**config.mk**
```make
export PLATFORM = sky130hd
export DESIGN_NAME = osf_failover_top
export DESIGN_NICKNAME = d
export VERILOG_FILES = /design/src/rtl/osf_pkg.sv /design/src/rtl/osf_sync.sv /design/src/rtl/osf_stop_det.sv /design/src/rtl/osf_ctrl_reg.sv /design/src/rtl/osf_failover_top.sv
export SDC_FILE = /design/constraint.sdc
export NUM_CORES = 1
export LEC_CHECK = 0
export ABC_AREA = 1
export BUFFER_PORTS_ARGS = -buffer_cell sky130_fd_sc_hd__buf_2
export CAP_MARGIN = 30
export CORE_ASPECT_RATIO = 0.8
export CORE_MARGIN = 1
export CORE_UTILIZATION = 40
export DETAILED_ROUTE_END_ITERATION = 10
export HOLD_SLACK_MARGIN = 0.06
export PLACE_DENSITY = 0.66
export RECOVER_POWER = 25
export SETUP_SLACK_MARGIN = 0.1
export SYNTH_ARGS = -nofsm -noshare
export SYNTH_HDL_FRONTEND = slang
export SYNTH_HIERARCHICAL = 1
export SYNTH_SLANG_ARGS = --single-unit
```
**constraint.sdc**
```tcl
create_clock -name clk -period 1.54 [get_ports clk]
set_input_delay 0.154 -clock clk [delete_from_list [all_inputs] [get_ports clk]]
set_output_delay 0.154 -clock clk [all_outputs]
set_load 0.005 [all_outputs]
```
**src/rtl/osf_pkg.sv**
```systemverilog
package osf_pkg;
  localparam logic [1:0] DET_ON    = 2'b11;
  localparam int         SEL_BIT   = 2;
  localparam int         STOP_BIT  = 3;
  localparam logic [7:0] REG_RESET = 8'h04;

  typedef struct packed {
    logic [1:0] det_code;
    logic       sel_int;
  } osf_ctl_t;
endpackage

```
**src/rtl/osf_sync.sv**
```systemverilog
module osf_sync #(
  parameter int STAGES = 2
) (
  input  logic clk,
  input  logic rst_n,
  input  logic din,
  output logic rise
);
  // chain[STAGES-1] is the synchronized level, chain[STAGES] its previous value
  logic [STAGES:0] chain;

  for (genvar i = 0; i <= STAGES; i++) begin : g_stage
    if (i == 0) begin : g_first
      always_ff @(posedge clk or negedge rst_n) begin
        if (!rst_n) chain[i] <= 1'b0;
        else        chain[i] <= din;
      end
    end else begin : g_next
      always_ff @(posedge clk or negedge rst_n) begin
        if (!rst_n) chain[i] <= 1'b0;
        else        chain[i] <= chain[i-1];
      end
    end
  end

  assign rise = chain[STAGES-1] & ~chain[STAGES];
endmodule

```
**src/rtl/osf_stop_det.sv**
```systemverilog
module osf_stop_det #(
  parameter int TIMEOUT_CYC   = 16,
  parameter int RECOVER_EDGES = 4
) (
  input  logic clk,
  input  logic rst_n,
  input  logic active,
  input  logic rise,
  output logic stop,
  output logic trip
);
  localparam int IW = (TIMEOUT_CYC > 1) ? $clog2(TIMEOUT_CYC) : 1;
  localparam int RW = (RECOVER_EDGES > 1) ? $clog2(RECOVER_EDGES) : 1;
  localparam logic [IW-1:0] IDLE_LAST = IW'(TIMEOUT_CYC - 1);
  localparam logic [RW-1:0] REC_LAST  = RW'(RECOVER_EDGES - 1);

  logic [IW-1:0] idle_cnt;
  logic [RW-1:0] rec_cnt;
  logic          expire;

  assign expire = active && !rise && (idle_cnt == IDLE_LAST);
  assign trip   = expire && !stop;

  always_ff @(posedge clk or negedge rst_n) begin
    if (!rst_n) begin
      idle_cnt <= '0;
      rec_cnt  <= '0;
      stop     <= 1'b0;
    end else if (!active) begin
      idle_cnt <= '0;
      rec_cnt  <= '0;
      stop     <= 1'b0;
    end else if (rise) begin
      idle_cnt <= '0;
      if (stop) begin
        if (rec_cnt == REC_LAST) begin
          stop    <= 1'b0;
          rec_cnt <= '0;
        end else begin
          rec_cnt <= rec_cnt + 1'b1;
        end
      end
    end else if (expire) begin
      rec_cnt <= '0;
      stop    <= 1'b1;
    end else begin
      idle_cnt <= idle_cnt + 1'b1;
    end
  end
endmodule

```
**src/rtl/osf_ctrl_reg.sv**
```systemverilog
module osf_ctrl_reg
  import osf_pkg::*;
(
  input  logic       clk,
  input  logic       rst_n,
  input  logic       wr_en,
  input  logic       wr_unlock,
  input  logic [2:0] wr_bits,
  input  logic       trip,
  input  logic       stop,
  output osf_ctl_t   ctl,
  output logic       pulse
);
  always_ff @(posedge clk or negedge rst_n) begin
    if (!rst_n) begin
      ctl.det_code <= REG_RESET[1:0];
      ctl.sel_int  <= REG_RESET[SEL_BIT];
      pulse        <= 1'b0;
    end else begin
      pulse <= trip;
      if (wr_en && wr_unlock) begin
        ctl.det_code <= wr_bits[1:0];
        ctl.sel_int  <= wr_bits[SEL_BIT] | stop;
      end
      if (trip) ctl.sel_int <= 1'b1;
    end
  end
endmodule

```
**src/rtl/osf_failover_top.sv**
```systemverilog
module osf_failover_top
  import osf_pkg::*;
#(
  parameter int TIMEOUT_CYC   = 16,
  parameter int RECOVER_EDGES = 4,
  parameter int SYNC_STAGES   = 2
) (
  input  logic       clk,
  input  logic       rst_n,
  input  logic       main_clk_in,
  input  logic       wr_en,
  input  logic       wr_unlock,
  input  logic [7:0] wr_data,
  output logic [7:0] rd_data,
  output logic       sel_int_osc,
  input  logic       osc_stop_req,
  output logic       osc_stop,
  output logic       switch_pulse
);
  logic     rise;
  logic     stop;
  logic     trip;
  logic     det_active;
  osf_ctl_t ctl;
  logic     unused_rsv;

  assign unused_rsv = ^wr_data[7:3];

  osf_sync #(.STAGES(SYNC_STAGES)) u_sync (
    .clk  (clk),
    .rst_n(rst_n),
    .din  (main_clk_in),
    .rise (rise)
  );

  assign det_active = (ctl.det_code == DET_ON);

  osf_stop_det #(
    .TIMEOUT_CYC  (TIMEOUT_CYC),
    .RECOVER_EDGES(RECOVER_EDGES)
  ) u_det (
    .clk   (clk),
    .rst_n (rst_n),
    .active(det_active),
    .rise  (rise),
    .stop  (stop),
    .trip  (trip)
  );

  osf_ctrl_reg u_reg (
    .clk      (clk),
    .rst_n    (rst_n),
    .wr_en    (wr_en),
    .wr_unlock(wr_unlock),
    .wr_bits  (wr_data[2:0]),
    .trip     (trip),
    .stop     (stop),
    .ctl      (ctl),
    .pulse    (switch_pulse)
  );

  always_comb begin
    rd_data           = 8'h00;
    rd_data[1:0]      = ctl.det_code;
    rd_data[SEL_BIT]  = ctl.sel_int;
    rd_data[STOP_BIT] = stop;
  end

  assign sel_int_osc = ctl.sel_int;
  assign osc_stop    = osc_stop_req & ~ctl.sel_int;
endmodule

```
# [Yosys cells after proc, flatten, opt, wreduce, memory -nomap -nowiden]
# Index checks and enable logic that the tools add are counted.
[word_totals] rom_bits=0 latch_bits=0 mem_count=0 ram_bits=0 regBits=14 word_cells=45
[classes] n_eq_ne=6 multipliers=0 mux=15 div=0 bitwise=5 shift=0 magnitude_cmp=0 addsub=2 n_reduce_logical=8
[ops] operator="$mux W4" count=3
[ops] operator="$mux W2" count=5
[ops] operator="$ne A3 B3 Y1 const B" count=3
[ops] operator="$mux W1" count=7
[ops] operator="$add A4 B1 Y4 const B" count=1
[ops] operator="$eq A2 B2 Y1 const B" count=2
[ops] operator="$eq A4 B4 Y1 const B" count=1
[ops] operator="$logic_and A1 B1 Y1" count=4
[ops] operator="$add A2 B1 Y2 const B" count=1
[ops] operator="$and A1 B1 Y1" count=2
[ops] operator="$logic_not A1 Y1" count=2
[ops] operator="$not A1 Y1" count=2
[ops] operator="$reduce_and A2 Y1" count=1
[ops] operator="$reduce_bool A2 Y1" count=1
[ops] operator="$or A1 B1 Y1" count=1

# [Depth between registers and ports, before layout]
[depth] ltp_word=8 depth_mapped=10 depth_no_buf=10

# [Modules after synthesis]
# The synthesis kept the hierarchy.
[by_module_without_submodules] mod="osf_stop_det" seq_area_each_um2=175.2 area_each_um2=400.4 cells_per_inst=48 instances=1
[by_module_without_submodules] mod="osf_ctrl_reg" seq_area_each_um2=101.3 area_each_um2=158.9 cells_per_inst=18 instances=1
[by_module_without_submodules] mod="osf_sync" seq_area_each_um2=75.1 area_each_um2=85.1 cells_per_inst=5 instances=1
[by_module_without_submodules] mod="osf_failover_top" seq_area_each_um2=0.0 area_each_um2=66.3 cells_per_inst=11 instances=1

# [Worst setup path after synthesis]
# No wires, ideal clock.
[synth_path] path_kind="register -> register" from="reg u_det.idle_cnt[0]" to="reg u_reg/ctl[0] (netlist name)" arrival_ns=1.182 path_stages_with_launch=10 slack_ns=0.298 t_required_ns=1.480 setup_time_ns=0.060 cell_sequence="dfrtp_1 ha_1 nand3_1 inv_1 nand2_2 nor2_1 inv_1 nand2_1 nand2_1 nand2_1"
[synth_between] elab_chain_cells=4 word_cells_on_any_way=5 classes_between="eq/ne (1); mux (1); reduce/logical (3)"
[synth_rtl] element="start: declaration" line_no="osf_stop_det.sv:17" source="logic [IW-1:0] idle_cnt;"
[synth_rtl] element="start signal: assignment" line_no="osf_stop_det.sv:47" source="idle_cnt <= idle_cnt + 1'b1;"
[synth_rtl] element="$eq A4 B4 Y1 (*)" line_no="osf_stop_det.sv:21" source="assign expire = active && !rise && (idle_cnt == IDLE_LAST);"
[synth_rtl] element="$logic_and A1 B1 Y1 (*)" line_no="osf_stop_det.sv:21"
[synth_rtl] element="$logic_and A1 B1 Y1 (*)" line_no="osf_stop_det.sv:22" source="assign trip = expire && !stop;"
[synth_rtl] element="named net trip" line_no="osf_failover_top.sv:22" source="logic trip;"
[synth_rtl] element="$mux W1 / $reduce_bool A2 Y1 (equally long branches)"
# The timed path passes the listed nets; every way through them passes the cells marked *.
# A chain may end at the register's enable or synchronous reset.

# [Worst setup path in the final report]
[layout_path] from="reg u_det.idle_cnt[0]" to="reg u_reg/ctl[0] (netlist name)"
[layout_between] elab_chain_cells=4 word_cells_on_any_way=5 classes_between="eq/ne (1); mux (1); reduce/logical (3)"
[layout_rtl] element="$eq A4 B4 Y1 (*)" line_no="osf_stop_det.sv:21"
[layout_rtl] element="$logic_and A1 B1 Y1 (*)" line_no="osf_stop_det.sv:21"
[layout_rtl] element="$logic_and A1 B1 Y1 (*)" line_no="osf_stop_det.sv:22"
[layout_rtl] element="named net trip" line_no="osf_failover_top.sv:22"
[layout_rtl] element="$mux W1 / $reduce_bool A2 Y1 (equally long branches)"
# Marked as above.

==> impl_metrics.py <==
metrics = {
    "run_status": {
        "status": "completed",
    },
    "worst_setup_path": {
        "crit_path_cell_trace": "ha_1 -> nand3_1 -> inv_1 -> nand2_2 -> nor2_1 -> inv_1 -> nand2_1 -> nand2_1 -> nand2_1",
        "slack_of_the_worst_reg_to_reg_path_ps": 240,
        "worstPathArrival_ps": 1520,
        "worst-path-max-fanout": 3,
        "start_kind": "flop",
        "setup.worst_path.class": "reg -> reg",
        "cpPeakStageDelay_ps": 390,
        "worst_ep_required_time_ps": 1770,
        "cpMostUsedCell": "nand2_1",
        "r2r_start": "u_det/idle_cnt[0]",
        "endpoint_of_the_worst_slack_reg_to_reg_timing_path": "u_reg/ctl[0]",
        "reg2reg_depth": 9,
        "worst_setup_path_end_kind": "flop",
        "cp_slowest_cell": "dfrtp_1",
    },
    "detailed_routing": {
        "count_of_vias_placed_by_the_detailed_router": 532,
        "drt_wl_total_um": 1090,
        "route.detailed.wl_per_inst_um": 8.77,
        "detail_route.drc_violations": 0,
        "final_antenna_net_count": 0,
        "vias_per_cell": 4.29,
        "drt_pre_antenna_iters": 4,
        "drt_iter0_drc": 8,
    },
    "sta": {
        "relSlewSlack_pct": 50.3,
        "finalMaxSlewViolations": 0,
        "worst_pin_slew_ps": 746,
        "fin_setup_tns_ps": 0,
        "timing.final.setup_violations": 0,
        "grt_setup_unrepaired": "false",
        "fmax_ghz": 0.770,
        "hold_ws_ps": 108,
        "hold_violations": 0,
        "post-route-period-util_pct": 84.3,
        "final.min_clock_period_ps": 1300,
        "timing.clock.skew_ps": 15.6,
    },
    "synthesis": {
        "yosysWarningCount": 6,
        "synth_top_area_share_pct": 45.8,
        "netlist.top_cell.by_area": "dfrtp_1",
        "yosys_register_bits": 14,
        "netlist_top_cells_count": "nand2_1 (20), dfrtp_1 (13), inv_1 (11)",
        "async_reset_ff_share_pct": 100,
        "synth.area.top_cells": "dfrtp_1 (46%), nand2_1 (11%), buf_4 (6.3%)",
        "post_synth.cell_area_avg_um2": 8.67,
        "synth_cell_types": 19,
        "netlist_instances": 82,
        "synth-main-ff-cell": "dfrtp_1",
        "synth_edf_count": 0,
        "synth_seq_area_share_pct": 49.5,
        "cell_area_after_synthesis_um2": 711,
        "yosysMostFrequentCell": "nand2_1",
    },
    "finish": {
        "drive_gt1_share_pct": 30.4,
        "num_antenna_cells": 0,
        "layout-area-overhead-vs-synth_pct": 18.1,
        "final_nets": 119,
    },
    "placed_design": {
        "gpl.final_weighted_congestion": 0.764,
        "place.detailed.hpwl_um": 821,
        "port-buffer-count": 15,
    },
    "clock_network": {
        "cts-buffers-inserted": 3,
        "cts_tree": "done",
        "clk_latency_ps": 290,
        "path_clk_slew_ps": 90,
        "cts-htree-levels": 1,
        "cts-root-to-sink-buffers": 2,
        "clk_root_buffer_cell": "clkbuf_4",
        "clkSinkCount": 14,
    },
    "die": {
        "io_pins": 25,
        "die_area_um2": 1950,
        "initial_core_util_pct": 43.3,
        "placement_rows": 13,
        "die_width_um": 49.1,
        "core_area_um2": 1640,
        "fp.dieH_um": 39.7,
    },
    "run": {
        "timing.max_cap.violations": 0,
    },
    "global_route": {
        "grt_pass1_vias": 421,
        "initial_antenna_violation_count": 0,
        "grt_max_degree": 15,
        "groute.usage.overall_pct": 13.7,
        "gr-total-overflow": 0,
        "grt_pass1_wl_um": 1810,
    },
    "power_and_ir_drop": {
        "leakage_uw": 0.000464,
        "powerDensity_nw_per_um2": 861,
        "irDropWorstVdd_mv": 0.537,
    },
    "hold_path": {
        "hold_path_end": "u_reg/ctl[2]",
        "min-delay-start": "wr_data[1]",
        "worst_hold_path.num_cells": 3,
        "holdCritPathClass": "in -> reg",
    },
}
==> layer usage <==
metal / GRT usage, % / vias to the layer above / wire length, µm
li1: - / 284 / -
met4: 4.41 / 0 / 9
met1: 16.2 / 229 / 558
met3: 8.14 / 2 / 69
met2: 20.5 / 17 / 450
met5: 0 / - / 0
==> flip-flops by register name (all words and copies together), names as in the netlist <==
name	flops
u_det/idle_cnt	4
u_det/rec_cnt	2
u_det/stop	1
u_reg/ctl	3
u_reg/pulse	1
u_sync/chain	3
==> cells in the final DEF, fill, tap and decap left out <==
master          n
conb_1          4
dfstp_2         1
a21oi_2         1
buf_4           2
clkbuf_1        2
inv_2           2
nand4_1         1
nor2_8          1
o21ai_2         1
nand2_2         3
ha_1            2
buf_2          14
nand3_1         8
nor2_1          5
a21oi_1         2
dlygate4sd3_1   2
inv_1          10
clkbuf_4        3
o21ai_1         2
nor2_2          2
dfrtp_1        13
nand2_4         1
nand2_1        20
==> stage by stage <==
stage	instance area [µm²]	utilization [%]	setup WS, ps	power, µW	instances
2_1_floorplan	722	-	298	469	85
3_3_place_gp	787	47.9	252	496	117
3_5_place_dp	787	47.9	238	499	117
4_1_cts	833	50.7	221	729	123
5_1_grt	840	51.1	119	766	124
6_report	840	51.1	242	723	124
==> report_power, final <==
| group | total [µW] | switching [µW] | internal [µW] |
|---|---|---|---|
| Combinational | 96.7 | 54.8 | 41.9 |
| Clock | 226 | 125 | 101 |
| Sequential | 400 | 12.8 | 387 |
==> cells by family (layout without fill, tap and decap cells) <==
kind of cell / after synthesis / in the layout / synth area share [%]
simple gates: 41 / 41 / 28.5
buf+inv: 18 / 35 / 12.7
flops: 14 / 14 / 49.5
compound gates: 6 / 6 / 5.28
fa+ha+maj: 2 / 2 / 3.52
other cells: 1 / 4 / 0.528
==> critical path, delay by kind of cell (launching register included) <==
family,cells,cell delay [ps]
fa+ha+maj,1,200
buf+inv,2,170
simple gates,6,470
flops,1,390
==> worst max-delay path by stage <==
stage	startpoint	end	slack, ps
after floorplan	u_det/idle_cnt[0]	u_reg/ctl[0]	300
after global placement	u_reg/ctl[1]	u_reg/ctl[0]	250
after detailed placement	u_reg/ctl[1]	u_reg/ctl[0]	240
after CTS	u_reg/ctl[1]	u_reg/ctl[0]	220
after global routing	u_det/idle_cnt[0]	u_reg/ctl[0]	120
final	u_det/idle_cnt[0]	u_reg/ctl[0]	240
==> repair_timing <==
| action | in CTS | in global routing |
|---|---|---|
| hold buffers | 2 | 0 |
| resized for setup | 0 | 1 |
| setup endpoints to repair | 0 | 1 |
| hold endpoints to repair | 15 | 0 |
| setup buffers | 0 | 1 |
==> layout make-up <==
class / count / area [µm²]
Sequential cell: 14 / 352
Tap cell: 22 / 27.5
Multi-Input combinational cell: 53 / 280
Timing Repair Buffer: 19 / 109
Inverter: 12 / 45.0
Fill cell: 167 / 803
Clock buffer: 4 / 26.3
No activity file was read; power rests on OpenSTA's default activity.
